### src/rtl/hbdc_pkg.sv
// Package: shared types for the quarter-rate mixer.
// Assumes a 2-bit oscillator phase; 90-degree steps wrap modulo 4.
package hbdc_pkg;
    localparam int unsigned PHASE_W = 2;

    typedef enum logic [PHASE_W-1:0] {
        PH_0   = 2'd0,
        PH_90  = 2'd1,
        PH_180 = 2'd2,
        PH_270 = 2'd3
    } lo_phase_t;
endpackage

### src/rtl/hbdc_phase_gen.sv
// Module: oscillator phase generator.
// Provides the phase to use for the current sample and advances by one
// step per accepted sample. A sync on an accepted sample forces phase 0.
// Assumes sync is only meaningful together with adv.
module hbdc_phase_gen
    import hbdc_pkg::*;
(
    input  logic      clk,
    input  logic      rst_n,
    input  logic      adv,
    input  logic      sync,
    output lo_phase_t cur_phase
);
    lo_phase_t phase_q;

    // Effective phase for this sample: sync overrides the stored phase.
    always_comb begin
        cur_phase = (adv && sync) ? PH_0 : phase_q;
    end

    // Stored phase: step past the effective phase on each accepted sample.
    always_ff @(posedge clk) begin
        if (!rst_n) begin
            phase_q <= PH_0;
        end else if (adv) begin
            phase_q <= lo_phase_t'(cur_phase + 2'd1);
        end
    end
endmodule

### src/rtl/hbdc_mixer.sv
// Module: multiplier-free quarter-rate mixer (combinational).
// Chooses pass, negate or zero for each branch, based on the phase.
// Negation saturates the most negative code to the largest positive one.
// Assumes two's complement input of width W.
module hbdc_mixer
    import hbdc_pkg::*;
#(
    parameter int unsigned W = 16
) (
    input  logic [W-1:0] sample,
    input  lo_phase_t    phase,
    input  logic         lsb_sel,
    output logic [W-1:0] i_mix,
    output logic [W-1:0] q_mix,
    output logic         odd_phase
);
    localparam logic [W-1:0] MIN_CODE = {1'b1, {(W-1){1'b0}}};
    localparam logic [W-1:0] MAX_CODE = {1'b0, {(W-1){1'b1}}};

    logic [W-1:0] neg_sample;
    logic         q_negate;

    // Saturating negation of the input sample.
    always_comb begin
        neg_sample = (sample == MIN_CODE) ? MAX_CODE : (~sample + 1'b1);
    end

    // Branch selection per phase; the sideband select flips the Q sign.
    always_comb begin
        odd_phase = phase[0];
        q_negate  = (phase == PH_90) ^ lsb_sel;
        i_mix     = '0;
        q_mix     = '0;
        unique case (phase)
            PH_0:    i_mix = sample;
            PH_180:  i_mix = neg_sample;
            PH_90,
            PH_270:  q_mix = q_negate ? neg_sample : sample;
            default: i_mix = '0;
        endcase
    end
endmodule

### src/rtl/hbdc_quarter_mixer.sv
// Module: top of the quarter-rate quadrature down-converter.
// Accepts one real sample per valid cycle. It registers the mixed I/Q
// values and a strobe for the branch that carries the nonzero term.
// Latency is one clock. Assumes inputs are synchronous to clk.
module hbdc_quarter_mixer
    import hbdc_pkg::*;
#(
    parameter int unsigned W = 16
) (
    input  logic         clk,
    input  logic         rst_n,
    input  logic         in_valid,
    input  logic [W-1:0] in_sample,
    input  logic         in_sync,
    input  logic         lsb_sel,
    output logic         i_valid,
    output logic [W-1:0] i_data,
    output logic         q_valid,
    output logic [W-1:0] q_data
);
    lo_phase_t    cur_phase;
    logic [W-1:0] i_mix;
    logic [W-1:0] q_mix;
    logic         odd_phase;

    hbdc_phase_gen u_phase (
        .clk       (clk),
        .rst_n     (rst_n),
        .adv       (in_valid),
        .sync      (in_sync),
        .cur_phase (cur_phase)
    );

    hbdc_mixer #(.W(W)) u_mix (
        .sample    (in_sample),
        .phase     (cur_phase),
        .lsb_sel   (lsb_sel),
        .i_mix     (i_mix),
        .q_mix     (q_mix),
        .odd_phase (odd_phase)
    );

    // Output stage: capture the mix on accepted samples, strobe one branch.
    always_ff @(posedge clk) begin
        if (!rst_n) begin
            i_valid <= 1'b0;
            q_valid <= 1'b0;
            i_data  <= '0;
            q_data  <= '0;
        end else begin
            i_valid <= in_valid && !odd_phase;
            q_valid <= in_valid && odd_phase;
            if (in_valid) begin
                i_data <= i_mix;
                q_data <= q_mix;
            end
        end
    end
endmodule

### config.mk
export PLATFORM = sky130hd
export DESIGN_NAME = hbdc_quarter_mixer
export DESIGN_NICKNAME = d
export VERILOG_FILES = /design/src/rtl/hbdc_pkg.sv /design/src/rtl/hbdc_phase_gen.sv /design/src/rtl/hbdc_mixer.sv /design/src/rtl/hbdc_quarter_mixer.sv
export SDC_FILE = /design/constraint.sdc
export NUM_CORES = 1
export LEC_CHECK = 0
export BUFFER_PORTS_ARGS = -buffer_cell sky130_fd_sc_hd__buf_2
export CAP_MARGIN = 25
export CORE_MARGIN = 4
export CORE_UTILIZATION = 25
export CTS_CLUSTER_DIAMETER = 60
export DETAILED_ROUTE_END_ITERATION = 10
export HOLD_SLACK_MARGIN = 0.05
export PLACE_DENSITY = 0.56
export SLEW_MARGIN = 20
export SYNTH_ARGS = -nofsm -noshare
export SYNTH_HDL_FRONTEND = slang
export SYNTH_SLANG_ARGS = --single-unit
### constraint.sdc
create_clock -name clk -period 2.9 [get_ports clk]
set_input_delay 0.87 -clock clk [delete_from_list [all_inputs] [get_ports clk]]
set_output_delay 0.87 -clock clk [all_outputs]
set_load 0.02 [all_outputs]
* Yosys cells after proc, flatten, opt, wreduce, memory -nomap -nowiden
Index checks and enable logic that the tools add are counted.
Storage, ports and cells: register bits 36, word-level logic and storage cells 24
Cells by class: equality and inequality tests 4, reductions and logical operators 6, bitwise logic cells 2, $add $sub $neg 2, multiplexer cells 5
Operators with widths (number):
- 16-bit 2-to-1 mux | 3
- 16-bit case mux with 2 select lines | 1
- 16-bit by 1-bit adder with 16-bit output, second input constant | 1
- 16-bit == test, second input constant | 1
- 16-bit NOT | 1
- 2-bit == test, second input constant | 2
- 1-bit logical AND | 3
- 2-bit by 1-bit adder with 2-bit output, second input constant | 1
- 2-bit by 1-bit == test with 1-bit output, second input constant | 1
- 2-bit zero test | 1
- 2-bit 2-to-1 mux | 1
- 2-bit OR reduction | 1
- 1-bit zero test | 1
- 1-bit bitwise XOR | 1

* Depth between registers and ports, before layout
Gate-level depths: netlist (run 1).
depth in word-level cells 6, gate-level depth with buffers 8

* Hierarchy
A second synthesis (run 1) with hierarchy kept.
Unflattened totals: cells, all modules 273, area total of the unflattened synthesis 2491.1 µm²
By module, submodules not included:
- hbdc_quarter_mixer | instances 1, cells each 108, area each 1297.5 µm²
- hbdc_mixer | instances 1, cells each 155, area each 1089.8 µm²
- hbdc_phase_gen | instances 1, cells each 10, area each 103.8 µm²

* Worst setup path before layout (run 1)
Ideal clock, no wire load.
path kind input port to flip-flop, start point input in_sample[3], end point register q_data[7], path slack 0.217 ns, data required time 2.831 ns, data arrival time 2.614 ns, path buffers 3, cell stages on the path 8, library setup time 0.069 ns, cell sequence buf_6 -> or4_4 -> buf_6 -> or3_4 -> or2_1 -> buf_6 -> a41o_1 -> o21ai_1
On the way: cells in the longest elaborated chain, start to end 5
Ends and longest elaborated chain:
- start, declared | RTL line hbdc_quarter_mixer.sv:13 | input logic [W-1:0] in_sample,
- 16-bit NOT | RTL line hbdc_mixer.sv:25 | neg_sample = (sample == MIN_CODE) ? MAX_CODE : (~sample + 1'b1);
- 16-bit by 1-bit adder with 16-bit output | RTL line hbdc_mixer.sv:25
- 16-bit 2-to-1 mux (*) | RTL line hbdc_mixer.sv:25
- 16-bit 2-to-1 mux (*) | RTL line hbdc_mixer.sv:38 | PH_270: q_mix = q_negate ? neg_sample : sample;
- 16-bit 2-to-1 mux (*) | RTL line hbdc_mixer.sv:34 | unique case (phase)
- end signal, assigned | RTL line hbdc_quarter_mixer.sv:55 | q_data <= q_mix;
- end, declared | RTL line hbdc_quarter_mixer.sv:19 | output logic [W-1:0] q_data
Every way passes the cells marked *; elsewhere a longest branch is shown, timed or not. A chain may end at the register's enable or synchronous reset.

* Final worst setup path (run 1)
start point input in_sample[6], end point register i_data[13]
On the way: cells in the longest elaborated chain, start to end 4
Ends and longest elaborated chain:
- 16-bit NOT | RTL line hbdc_mixer.sv:25
- 16-bit by 1-bit adder with 16-bit output | RTL line hbdc_mixer.sv:25
- 16-bit 2-to-1 mux (*) | RTL line hbdc_mixer.sv:25
- 16-bit case mux with 2 select lines (*) | RTL line hbdc_mixer.sv:34
- end signal, assigned | RTL line hbdc_quarter_mixer.sv:54 | i_data <= i_mix;
- end, declared | RTL line hbdc_quarter_mixer.sv:17 | output logic [W-1:0] i_data,
Marks and branches as above.

==> load_flow_metrics.sql, run 1 <==
INSERT INTO impl_metrics (metric_group, metric, value, unit) VALUES
('run_status', 'outcome', 'complete, no violations', ''),
('global_routing', 'antenna_found_initial', '0', ''),
('floorplanning', 'design.core.area', '7807', 'µm²'),
('finish', 'fill_cells', '868', ''),
('synth', 'ys_top_cells_by_count', 'sky130_fd_sc_hd__nand2_1, sky130_fd_sc_hd__dfxtp_1, sky130_fd_sc_hd__o21ai_0', ''),
('synth', 'number_of_enable_type_register_cells_in_the_synthesized_netlist', '0', ''),
('timing', 'layout_worst_path_cycle_share', '86.46', '%'),
('floorplanning', 'placementRows', '32', ''),
('routing', 'wl', '6.616', 'mm'),
('synth', 'post_synth_fa_ha_maj_area_fraction', '2.463', '%'),
('placement', 'place_hpwl', '4.988', 'mm'),
('synth', 'synth_xor_xnor_area_share', '1.724', '%'),
('placement', 'pre_cts_slack', '85.32', 'ps'),
('timing', 'fmax', '398.8', 'MHz'),
('power_and_ir_drop', 'power.share.sequential', '44.2', '%'),
('cts', 'tritoncts_clock_tree', 'yes', ''),
('power_and_ir_drop', 'pwr-share-clk', '36.6', '%'),
('cts', 'clockRootBuffer', 'sky130_fd_sc_hd__clkbuf_8', ''),
('finish', 'finalCoreUtilization', '32.93', '%'),
('synth', 'avg_synthesized_cell_area', '7.756', 'µm²'),
('floorplanning', 'dieArea', '9634', 'µm²'),
('critical_path', 'slowest_stage', 'sky130_fd_sc_hd__or4_4', ''),
('synth', 'dominantRegCellSynth', 'sky130_fd_sc_hd__dfxtp_1', ''),
('finish', 'areaGrowthSynthToFinish', '26.54', '%'),
('critical_path', 'startpoint_of_the_worst_setup_timing_path', 'in_sample[6]', ''),
('synth', 'synthesized_instance_count', '262', ''),
('synth', 'post-synth-top-count-cell', 'sky130_fd_sc_hd__nand2_1', ''),
('power_and_ir_drop', 'net_switching_share_of_the_total_power', '28.51', '%'),
('power_and_ir_drop', 'net-switching-power', '0.0003415', 'W'),
('finish', 'seq_area', '720.7', 'µm²'),
('hold_path', 'hold_path_depth', '2', ''),
('global_routing', 'grt_pass1_wl', '10.78', 'mm'),
('cts', 'clk_pin_slew', '70', 'ps'),
('floorplanning', 'ios', '55', ''),
('critical_path', 'worst_reg2reg_path_length_in_cells', '7', ''),
('synth', 'ys_async_sr_fraction', '0', '%'),
('routing', 'routed_length_per_placed_instance', '15.64', 'µm'),
('timing', 'timing.max_slew.rel_slack', '57.69', '%'),
('critical_path', 'reg2reg_setup_slack', '1150', 'ps'),
('critical_path', 'critical-path-max-stage-delay', '540', 'ps'),
('synth', 'synthesis.area', '2032', 'µm²'),
('cts', 'cts-htree-levels', '2', ''),
('synth', 'synth_top_family_by_area', 'compound AO/OA/AOI/OAI gates', ''),
('critical_path', 'crit-reg2reg-capture', 'q_data[8]$_SDFFE_PN0P_', ''),
('finish', 'layout.nets', '345', ''),
('timing', 'timing.final.ws_setup', '392.7', 'ps'),
('routing', 'remaining_drc_errors', '0', ''),
('critical_path', 'worstPathRequired', '3130', 'ps'),
('synth', 'post_synth_mux_area_share', '0.4926', '%'),
('routing', 'detailedRoute.firstPassIterationCount', '6', ''),
('synth', 'warning_count_from_the_yosys_run', '0', ''),
('global_routing', 'first_global_vias', '2039', ''),
('timing', 'rsz0062_at_grt', 'no', ''),
('synth', 'netlist.area_leader.share', '35.47', '%'),
('global_routing', 'overflow', '0', ''),
('finish', 'multiInputGateArea', '1187', 'µm²'),
('power_and_ir_drop', 'intPower', '0.0008565', 'W'),
('timing', 'layout_min_cycle_time', '2507', 'ps'),
('critical_path', 'timing.critical_path.arrival', '2740', 'ps'),
('timing', 'worst_hold_slack', '450.6', 'ps'),
('finish', 'antenna_cells', '0', ''),
('critical_path', 'timing.critical_path.from_type', 'input port', ''),
('power_and_ir_drop', 'power_density', '465.9', 'nW/µm²'),
('synth', 'synth.yosys.seq_area_share', '35.47', '%'),
('floorplanning', 'die-height', '98.16', 'µm'),
('routing', 'drt-initial-drc-count', '199', ''),
('synth', 'synth.area.top_cells', 'sky130_fd_sc_hd__dfxtp_1, sky130_fd_sc_hd__nand2_1, sky130_fd_sc_hd__o21ai_0', ''),
('global_routing', 'groute.usage.overall', '13.81', '%'),
('critical_path', 'max_fo_critical_path', '14', ''),
('power_and_ir_drop', 'pwr-share-comb', '19.2', '%'),
('flow_run', 'timing.max_cap.violations', '0', '');
cells by family (layout without fill, tap and decap cells):
family | Yosys count | after routing
and+or+nand+nor | 98 | 98
AOI/OAI and AO/OA | 92 | 92
DFF | 36 | 36
buffers and inverters | 27 | 86
adders and majority gates | 4 | 4
xor gates and xnor gates | 4 | 4
muxes | 1 | 1
worst max-delay path, delay by kind of cell:
family,cells,cell delay [ps]
compound gates,2,210
buf+inv,2,330
simple gates,3,1320
through the flow:
step / area (µm²) / power [W] / cells
2_1_floorplan: 2032 / 0.0006773 / 262
3_3_place_gp: 2464 / 0.0007710 / 415
3_5_place_dp: 2464 / 0.0007697 / 415
4_1_cts: 2571 / 0.001213 / 423
5_1_grt: 2571 / 0.001258 / 423
6_report: 2571 / 0.001198 / 423
registers in the layout (all words and copies together), names as in the netlist:
name	count
i_data	16
i_valid	1
q_data	16
q_valid	1
u_phase.phase_q	2
worst min path at each step:
stage	from	to	slack [ps]
after floorplan	u_phase.phase_q[0]$_SDFFE_PN0P_	u_phase.phase_q[0]$_SDFFE_PN0P_	460
after global placement	i_data[2]$_SDFFE_PN0P_	i_data[2]$_SDFFE_PN0P_	440
after detailed placement	q_data[13]$_SDFFE_PN0P_	q_data[13]$_SDFFE_PN0P_	440
after CTS	q_data[12]$_SDFFE_PN0P_	q_data[12]$_SDFFE_PN0P_	460
after global routing	q_data[14]$_SDFFE_PN0P_	q_data[14]$_SDFFE_PN0P_	470
final	q_data[6]$_SDFFE_PN0P_	q_data[6]$_SDFFE_PN0P_	450
power by group through the flow:
stage / clock, W / combinational (W) / sequential (W)
2_1_floorplan: 0 / 0.000112 / 0.000565
3_3_place_gp: 0 / 0.000230 / 0.000541
3_5_place_dp: 0 / 0.000229 / 0.000541
4_1_cts: 0.000454 / 0.000230 / 0.000530
5_1_grt: 0.000472 / 0.000253 / 0.000533
6_report: 0.000439 / 0.000230 / 0.000529
area by class of cell:
type                            count  share of cell area [%]
Clock inverter                      2                   1.363
Tap cell                          102                   4.963
Clock buffer                        6                   2.822
Sequential cell                    36                   28.03
Multi-Input combinational cell    199                   46.18
Timing Repair Buffer               72                   15.77
Inverter                            6                  0.8759
cells in the final DEF, fill, tap and decap left out, types with 6 or more instances in the layout:
cell                       netlist  routed
sky130_fd_sc_hd__o21ai_1         7       7
sky130_fd_sc_hd__a21oi_1        20      20
sky130_fd_sc_hd__o21ai_0        24      24
sky130_fd_sc_hd__nor4_1          6       6
sky130_fd_sc_hd__nor3_1          7       7
sky130_fd_sc_hd__dfxtp_1        36      36
sky130_fd_sc_hd__inv_1           6       6
sky130_fd_sc_hd__buf_4           0      18
sky130_fd_sc_hd__nor2_1         16      16
sky130_fd_sc_hd__nand2_1        37      37
sky130_fd_sc_hd__o211ai_1        9       9
sky130_fd_sc_hd__o31ai_1         6       6
sky130_fd_sc_hd__buf_2           2      54
metal layers:
metal / up-vias / track usage [%] / wire length (µm)
met1: 1010 / 18.47 / 3003
met2: 95 / 22.46 / 3045
met5: - / 0 / 0
li1: 1080 / - / -
met4: 0 / 4.412 / 142
met3: 11 / 2.643 / 424
(Power assumes the default switching activity.)
==> run 2: changes to the inputs <==
--- a/config.mk
+++ b/config.mk
@@ -13,6 +13,7 @@
 export DETAILED_ROUTE_END_ITERATION = 10
 export HOLD_SLACK_MARGIN = 0.05
 export PLACE_DENSITY = 0.56
+export RECOVER_POWER = 50
 export SLEW_MARGIN = 20
 export SYNTH_ARGS = -nofsm -noshare
 export SYNTH_HDL_FRONTEND = slang
==> load_flow_metrics.sql, run 2 (synthesized netlist as in run 1, its figures left out) <==
INSERT INTO impl_metrics (metric_group, metric, value, unit) VALUES
('critical_path', 'timing.critical_path.from_type', 'input port', ''),
('timing', 'layout_worst_path_cycle_share', '86.26', '%'),
('critical_path', 'timing.critical_path.max_delay_family', 'simple AND/OR/NAND/NOR gates', ''),
('routing', 'drt-initial-drc-count', '168', ''),
('critical_path', 'critical-path-max-stage-delay', '540', 'ps'),
('power_and_ir_drop', 'net_switching_share_of_the_total_power', '28.53', '%'),
('timing', 'rsz0062_at_grt', 'no', ''),
('routing', 'remaining_drc_errors', '0', ''),
('power_and_ir_drop', 'power_density', '470.4', 'nW/µm²'),
('critical_path', 'worst-setup-path-type', 'in2reg', ''),
('timing', 'layout_min_cycle_time', '2502', 'ps'),
('critical_path', 'worstPathBufferInverterCount', '2', ''),
('finish', 'seq_area', '720.7', 'µm²'),
('global_routing', 'groute.usage.overall', '13.81', '%'),
('timing', 'fmax', '399.7', 'MHz'),
('routing', 'wl', '6.620', 'mm'),
('placement', 'placed_area', '2464', 'µm²'),
('floorplanning', 'ios', '55', ''),
('routing', 'detail-route-antenna-nets', '0', ''),
('power_and_ir_drop', 'power.share.sequential', '44.5', '%'),
('finish', 'fill_cells', '871', ''),
('floorplanning', 'design.core.area', '7807', 'µm²'),
('critical_path', 'timing.critical_path.arrival', '2730', 'ps'),
('global_routing', 'first_global_vias', '2039', ''),
('critical_path', 'worstPathCellList', 'buf_2 -> or4_4 -> or3_4 -> nor2_4 -> buf_4 -> o21ai_0 -> a21oi_1', ''),
('routing', 'detailedRoute.firstPassIterationCount', '7', ''),
('timing', 'setup-tns-final', '0', 'ps'),
('power_and_ir_drop', 'pwr-share-clk', '36.7', '%'),
('timing', 'clock-skew-final', '8.035', 'ps'),
('routing', 'routed_length_per_placed_instance', '15.65', 'µm'),
('critical_path', 'max_fo_critical_path', '14', ''),
('cts', 'clock_sink_count', '36', ''),
('finish', 'layout.nets', '345', ''),
('power_and_ir_drop', 'total_power', '0.001191', 'W'),
('timing', 'timing.max_slew.rel_slack', '44.96', '%'),
('finish', 'multiInputGateArea', '1187', 'µm²'),
('cts', 'post-cts-setup-buffers', '0', ''),
('timing', 'drv_slew', '0', ''),
('cts', 'cts_inserted_buffers', '5', ''),
('cts', 'clk_pin_slew', '70', 'ps'),
('placement', 'place_hpwl', '4.988', 'mm'),
('placement', 'io_buffers', '54', ''),
('cts', 'tritoncts_clock_tree', 'yes', ''),
('cts', 'clockRootBuffer', 'sky130_fd_sc_hd__clkbuf_8', ''),
('cts', 'cts_buffer_depth', '2', ''),
('cts', 'holdBufCountCts', '0', ''),
('power_and_ir_drop', 'peakVddDrop', '0.1836', 'mV'),
('finish', 'commonest_cells_after_routing_fill_and_taps_aside', 'sky130_fd_sc_hd__nand2_1, sky130_fd_sc_hd__dfxtp_1, sky130_fd_sc_hd__clkbuf_1, sky130_fd_sc_hd__o21ai_0, sky130_fd_sc_hd__buf_2', ''),
('routing', 'num_vias', '2176', ''),
('global_routing', 'grt_max_degree', '35', ''),
('floorplanning', 'initial_core_util', '26.03', '%'),
('finish', 'final_common_cell', 'sky130_fd_sc_hd__nand2_1', ''),
('power_and_ir_drop', 'net-switching-power', '0.0003397', 'W'),
('global_routing', 'grt_pass1_wl', '10.78', 'mm'),
('finish', 'drive_above_1_share', '16.51', '%'),
('cts', 'ctsResizeCount', '0', ''),
('timing', 'final_number_of_hold_violating_endpoints', '0', ''),
('critical_path', 'crit_end_category', 'flop', ''),
('critical_path', 'worstPathRequired', '3130', 'ps'),
('timing', 'worst_slew_pin_slew', '825.1', 'ps'),
('finish', 'areaGrowthSynthToFinish', '24.57', '%'),
('finish', 'finalCoreUtilization', '32.42', '%'),
('critical_path', 'slowest_stage', 'sky130_fd_sc_hd__or4_4', ''),
('finish', 'antenna_cells', '0', ''),
('timing', 'finalSetupViolations', '0', ''),
('power_and_ir_drop', 'intPower', '0.0008510', 'W'),
('global_routing', 'overflow', '0', ''),
('floorplanning', 'dieArea', '9634', 'µm²'),
('finish', 'top_regs', 'i_data x16, q_data x16, u_phase.phase_q x2', ''),
('flow_run', 'timing.max_cap.violations', '0', ''),
('power_and_ir_drop', 'pwr-share-comb', '18.8', '%'),
('floorplanning', 'die-height', '98.16', 'µm'),
('routing', 'avgViaCountPerCell', '5.144', ''),
('global_routing', 'antenna_found_initial', '0', ''),
('placement', 'gp_congestion', '0.8389', ''),
('finish', 'post-route-cell-area', '2531', 'µm²'),
('floorplanning', 'placementRows', '32', ''),
('hold_path', 'min_path_type', 'reg2reg', ''),
('cts', 'clkLatencyLatePin', '290', 'ps'),
('power_and_ir_drop', 'leakagePower', '0.9284', 'nW'),
('floorplanning', 'die_width', '98.16', 'µm'),
('run_status', 'outcome', 'complete, no violations', ''),
('cts', 'cts-htree-levels', '2', ''),
('critical_path', 'reg2reg_setup_slack', '1030', 'ps');
==> run 2: area by class of cell <==
cell class,count,share of cell area (%)
Clock buffer,6,2.867
Clock inverter,2,1.384
Multi-Input combinational cell,199,46.91
Inverter,6,0.8898
Sequential cell,36,28.47
Tap cell,102,5.042
Timing Repair Buffer,72,14.43
==> run 2: stage by stage <==
step / instances / hold slack, ps / setup WS (ps)
after global routing: 423 / 474.5 / 210.8
final: 423 / 454.0 / 398.3
after global placement: 415 / 437.0 / 113.9
after CTS: 423 / 456.1 / 400.5
after detailed placement: 415 / 437.8 / 85.32
after floorplan: 262 / 456.3 / 216.9
==> run 2: worst min-delay path, delay by kind of cell, from the launching register on <==
kind	cells	cell delay [ps]
flip-flops	1	320
AO/OA/AOI/OAI	1	50
AND/OR/NAND/NOR	1	50
==> run 2: final timing paths <==
kind	cells after the start	to	startpoint
max	7	i_data[13]$_SDFFE_PN0P_	in_sample[6]
min reg2reg	2	q_data[6]$_SDFFE_PN0P_	q_data[6]$_SDFFE_PN0P_
min	2	q_data[6]$_SDFFE_PN0P_	q_data[6]$_SDFFE_PN0P_
max reg2reg	4	i_data[14]$_SDFFE_PN0P_	u_phase.phase_q[0]$_SDFFE_PN0P_
==> run 2: metal layers <==
| layer | part of all wire (%) | global-route usage, % | vias up | wire length [µm] |
|---|---|---|---|---|
| li1 | - | - | 1075 | - |
| met3 | 6.7 | 2.643 | 7 | 442 |
| met2 | 46 | 22.46 | 91 | 3070 |
| met4 | 1.8 | 4.412 | 0 | 117 |
| met5 | 0 | 0 | - | 0 |
| met1 | 45 | 18.47 | 1003 | 2990 |
==> run 2: power groups by stage <==
stage	Combinational (W)	Sequential, W	Clock (W)
finish	0.000224	0.000530	0.000437
global route	0.000248	0.000533	0.000472
CTS	0.000230	0.000530	0.000454
detailed placement	0.000229	0.000541	0
global placement	0.000230	0.000541	0
floorplan	0.000112	0.000565	0
==> run 3: changes to the inputs <==
--- a/config.mk
+++ b/config.mk
@@ -12,9 +12,7 @@
 export CTS_CLUSTER_DIAMETER = 60
 export DETAILED_ROUTE_END_ITERATION = 10
 export HOLD_SLACK_MARGIN = 0.05
-export PLACE_DENSITY = 0.56
 export RECOVER_POWER = 50
-export SLEW_MARGIN = 20
 export SYNTH_ARGS = -nofsm -noshare
 export SYNTH_HDL_FRONTEND = slang
 export SYNTH_SLANG_ARGS = --single-unit
==> load_flow_metrics.sql, run 3 (synthesized netlist as in run 1, its figures left out) <==
INSERT INTO impl_metrics (metric_group, metric, value, unit) VALUES
('critical_path', 'timing.critical_path.from_type', 'input port', ''),
('timing', 'layout_min_cycle_time', '2562', 'ps'),
('routing', 'wl', '6.727', 'mm'),
('critical_path', 'max_fo_critical_path', '14', ''),
('global_routing', 'grt_max_degree', '20', ''),
('global_routing', 'gr-usage-met1', '18.21', '%'),
('routing', 'avgViaCountPerCell', '5.193', ''),
('critical_path', 'slowest_stage', 'sky130_fd_sc_hd__or4_4', ''),
('cts', 'holdBufCountCts', '0', ''),
('finish', 'post-route-cell-area', '2566', 'µm²'),
('finish', 'layout.nets', '346', ''),
('floorplanning', 'design.core.area', '7807', 'µm²'),
('cts', 'clock_sink_count', '36', ''),
('timing', 'rsz0062_at_grt', 'no', ''),
('routing', 'remaining_drc_errors', '0', ''),
('critical_path', 'worstPathRequired', '3140', 'ps'),
('global_routing', 'antenna_found_initial', '0', ''),
('finish', 'areaGrowthSynthToFinish', '26.29', '%'),
('finish', 'finalCoreUtilization', '32.87', '%'),
('finish', 'commonest_cells_after_routing_fill_and_taps_aside', 'sky130_fd_sc_hd__nand2_1, sky130_fd_sc_hd__dfxtp_1, sky130_fd_sc_hd__clkbuf_1, sky130_fd_sc_hd__o21ai_0, sky130_fd_sc_hd__buf_2', ''),
('routing', 'drt-initial-drc-count', '136', ''),
('hold_path', 'min_path_type', 'reg2reg', ''),
('global_routing', 'overflow', '0', ''),
('placement', 'place_hpwl', '5.158', 'mm'),
('global_routing', 'grt_busiest_layer', 'met2', ''),
('timing', 'finalSetupViolations', '0', ''),
('finish', 'top_regs', 'i_data x16, q_data x16, u_phase.phase_q x2', ''),
('global_routing', 'gr_met3_demand_resource', '3.429', '%'),
('critical_path', 'timing.critical_path.arrival', '2810', 'ps'),
('cts', 'tritoncts_clock_tree', 'yes', ''),
('critical_path', 'worstPathCellList', 'buf_2 -> or4_4 -> or3_4 -> nor2_4 -> buf_4 -> o21ai_0 -> a21oi_1', ''),
('floorplanning', 'die_width', '98.16', 'µm'),
('finish', 'final_common_cell', 'sky130_fd_sc_hd__nand2_1', ''),
('placement', 'placed_area', '2496', 'µm²'),
('floorplanning', 'die-height', '98.16', 'µm'),
('routing', 'routed_length_per_placed_instance', '15.87', 'µm'),
('timing', 'worst_slew_pin_slew', '1165', 'ps'),
('routing', 'num_vias', '2202', ''),
('global_routing', 'first_global_vias', '2138', ''),
('timing', 'layout_worst_path_cycle_share', '88.36', '%'),
('floorplanning', 'placementRows', '32', ''),
('critical_path', 'worst-setup-path-type', 'in2reg', ''),
('global_routing', 'groute.usage.overall', '13.91', '%'),
('global_routing', 'met2_usage', '23.19', '%'),
('timing', 'timing.max_slew.rel_slack', '22.17', '%'),
('routing', 'detail-route-antenna-nets', '0', ''),
('placement', 'dpl.cell_count', '416', ''),
('run_status', 'outcome', 'complete, no violations', ''),
('finish', 'drive_above_1_share', '17.08', '%'),
('critical_path', 'crit_end_category', 'flop', ''),
('cts', 'post-cts-setup-buffers', '0', ''),
('power_and_ir_drop', 'leakagePower', '0.9429', 'nW'),
('cts', 'cts_buffer_depth', '2', ''),
('timing', 'final_number_of_hold_violating_endpoints', '0', ''),
('finish', 'antenna_cells', '0', ''),
('timing', 'clock-skew-final', '12.51', 'ps'),
('cts', 'cts-htree-levels', '2', ''),
('floorplanning', 'initial_core_util', '26.03', '%'),
('cts', 'clkLatencyLatePin', '300', 'ps'),
('timing', 'drv_slew', '0', ''),
('routing', 'detailedRoute.firstPassIterationCount', '4', ''),
('cts', 'clockRootBuffer', 'sky130_fd_sc_hd__clkbuf_8', ''),
('power_and_ir_drop', 'power_density', '474.7', 'nW/µm²'),
('cts', 'cts_inserted_buffers', '5', ''),
('placement', 'io_buffers', '54', ''),
('timing', 'setup-tns-final', '0', 'ps'),
('global_routing', 'grt_pass1_wl', '11.08', 'mm'),
('timing', 'fmax', '390.3', 'MHz'),
('floorplanning', 'ios', '55', ''),
('flow_run', 'timing.max_cap.violations', '0', ''),
('cts', 'clk_pin_slew', '90', 'ps'),
('critical_path', 'critical-path-max-stage-delay', '580', 'ps'),
('floorplanning', 'dieArea', '9634', 'µm²'),
('finish', 'finalNonFillerCells', '424', ''),
('timing', 'worst_hold_slack', '456.2', 'ps'),
('cts', 'ctsResizeCount', '0', ''),
('placement', 'gp_congestion', '0.9024', ''),
('power_and_ir_drop', 'peakVddDrop', '0.1629', 'mV');
## run 3: layer usage
metal,up-vias,share of wire (%)
met2,74,47
met5,-,0
met4,0,0.97
met1,1046,45
met3,5,6.6
li1,1077,-
## run 3: report_power, final
part / total (W) / switching (W) / leakage, nW / internal (W)
clock network: 0.000454 / 0.000199 / 0.0541 / 0.000255
logic: 0.000234 / 0.000148 / 0.595 / 0.0000866
registers: 0.000530 / 0.0000125 / 0.293 / 0.000517
total: 0.00122 / 0.000360 / 0.943 / 0.000858
## run 3: area by class of cell
type | instances | area [µm²]
clock buffers | 5 | 68.82
clock inverters | 3 | 42.54
fillers | 846 | 5241
inverters | 6 | 22.52
multi-input cells | 199 | 1185
flip-flops and latches | 36 | 720.7
well taps | 102 | 127.6
repair buffers | 73 | 399.1
## run 3: path summary, 6_finish.rpt
check	slack [ps]	cells past startpoint	end	from
max	340	7	i_data[13]$_SDFFE_PN0P_	in_sample[6]
min	460	2	q_data[5]$_SDFFE_PN0P_	q_data[5]$_SDFFE_PN0P_
max reg2reg	1170	7	q_data[8]$_SDFFE_PN0P_	u_phase.phase_q[0]$_SDFFE_PN0P_
min reg2reg	460	2	q_data[5]$_SDFFE_PN0P_	q_data[5]$_SDFFE_PN0P_
## run 3: per-stage QoR
stage | power [W] | worst slack (ps)
detailed placement | 0.0007797 | 45.19
finish | 0.001218 | 337.7
global placement | 0.0007791 | 88.22
floorplan | 0.0006773 | 216.9
CTS | 0.001231 | 359.4
global route | 0.001276 | 255.9
## run 3: critical path, delay by kind of cell
family                 cells  cell delay, ps
AND/OR/NAND/NOR            3            1360
buffers and inverters      2             330
AO/OA/AOI/OAI              2             240
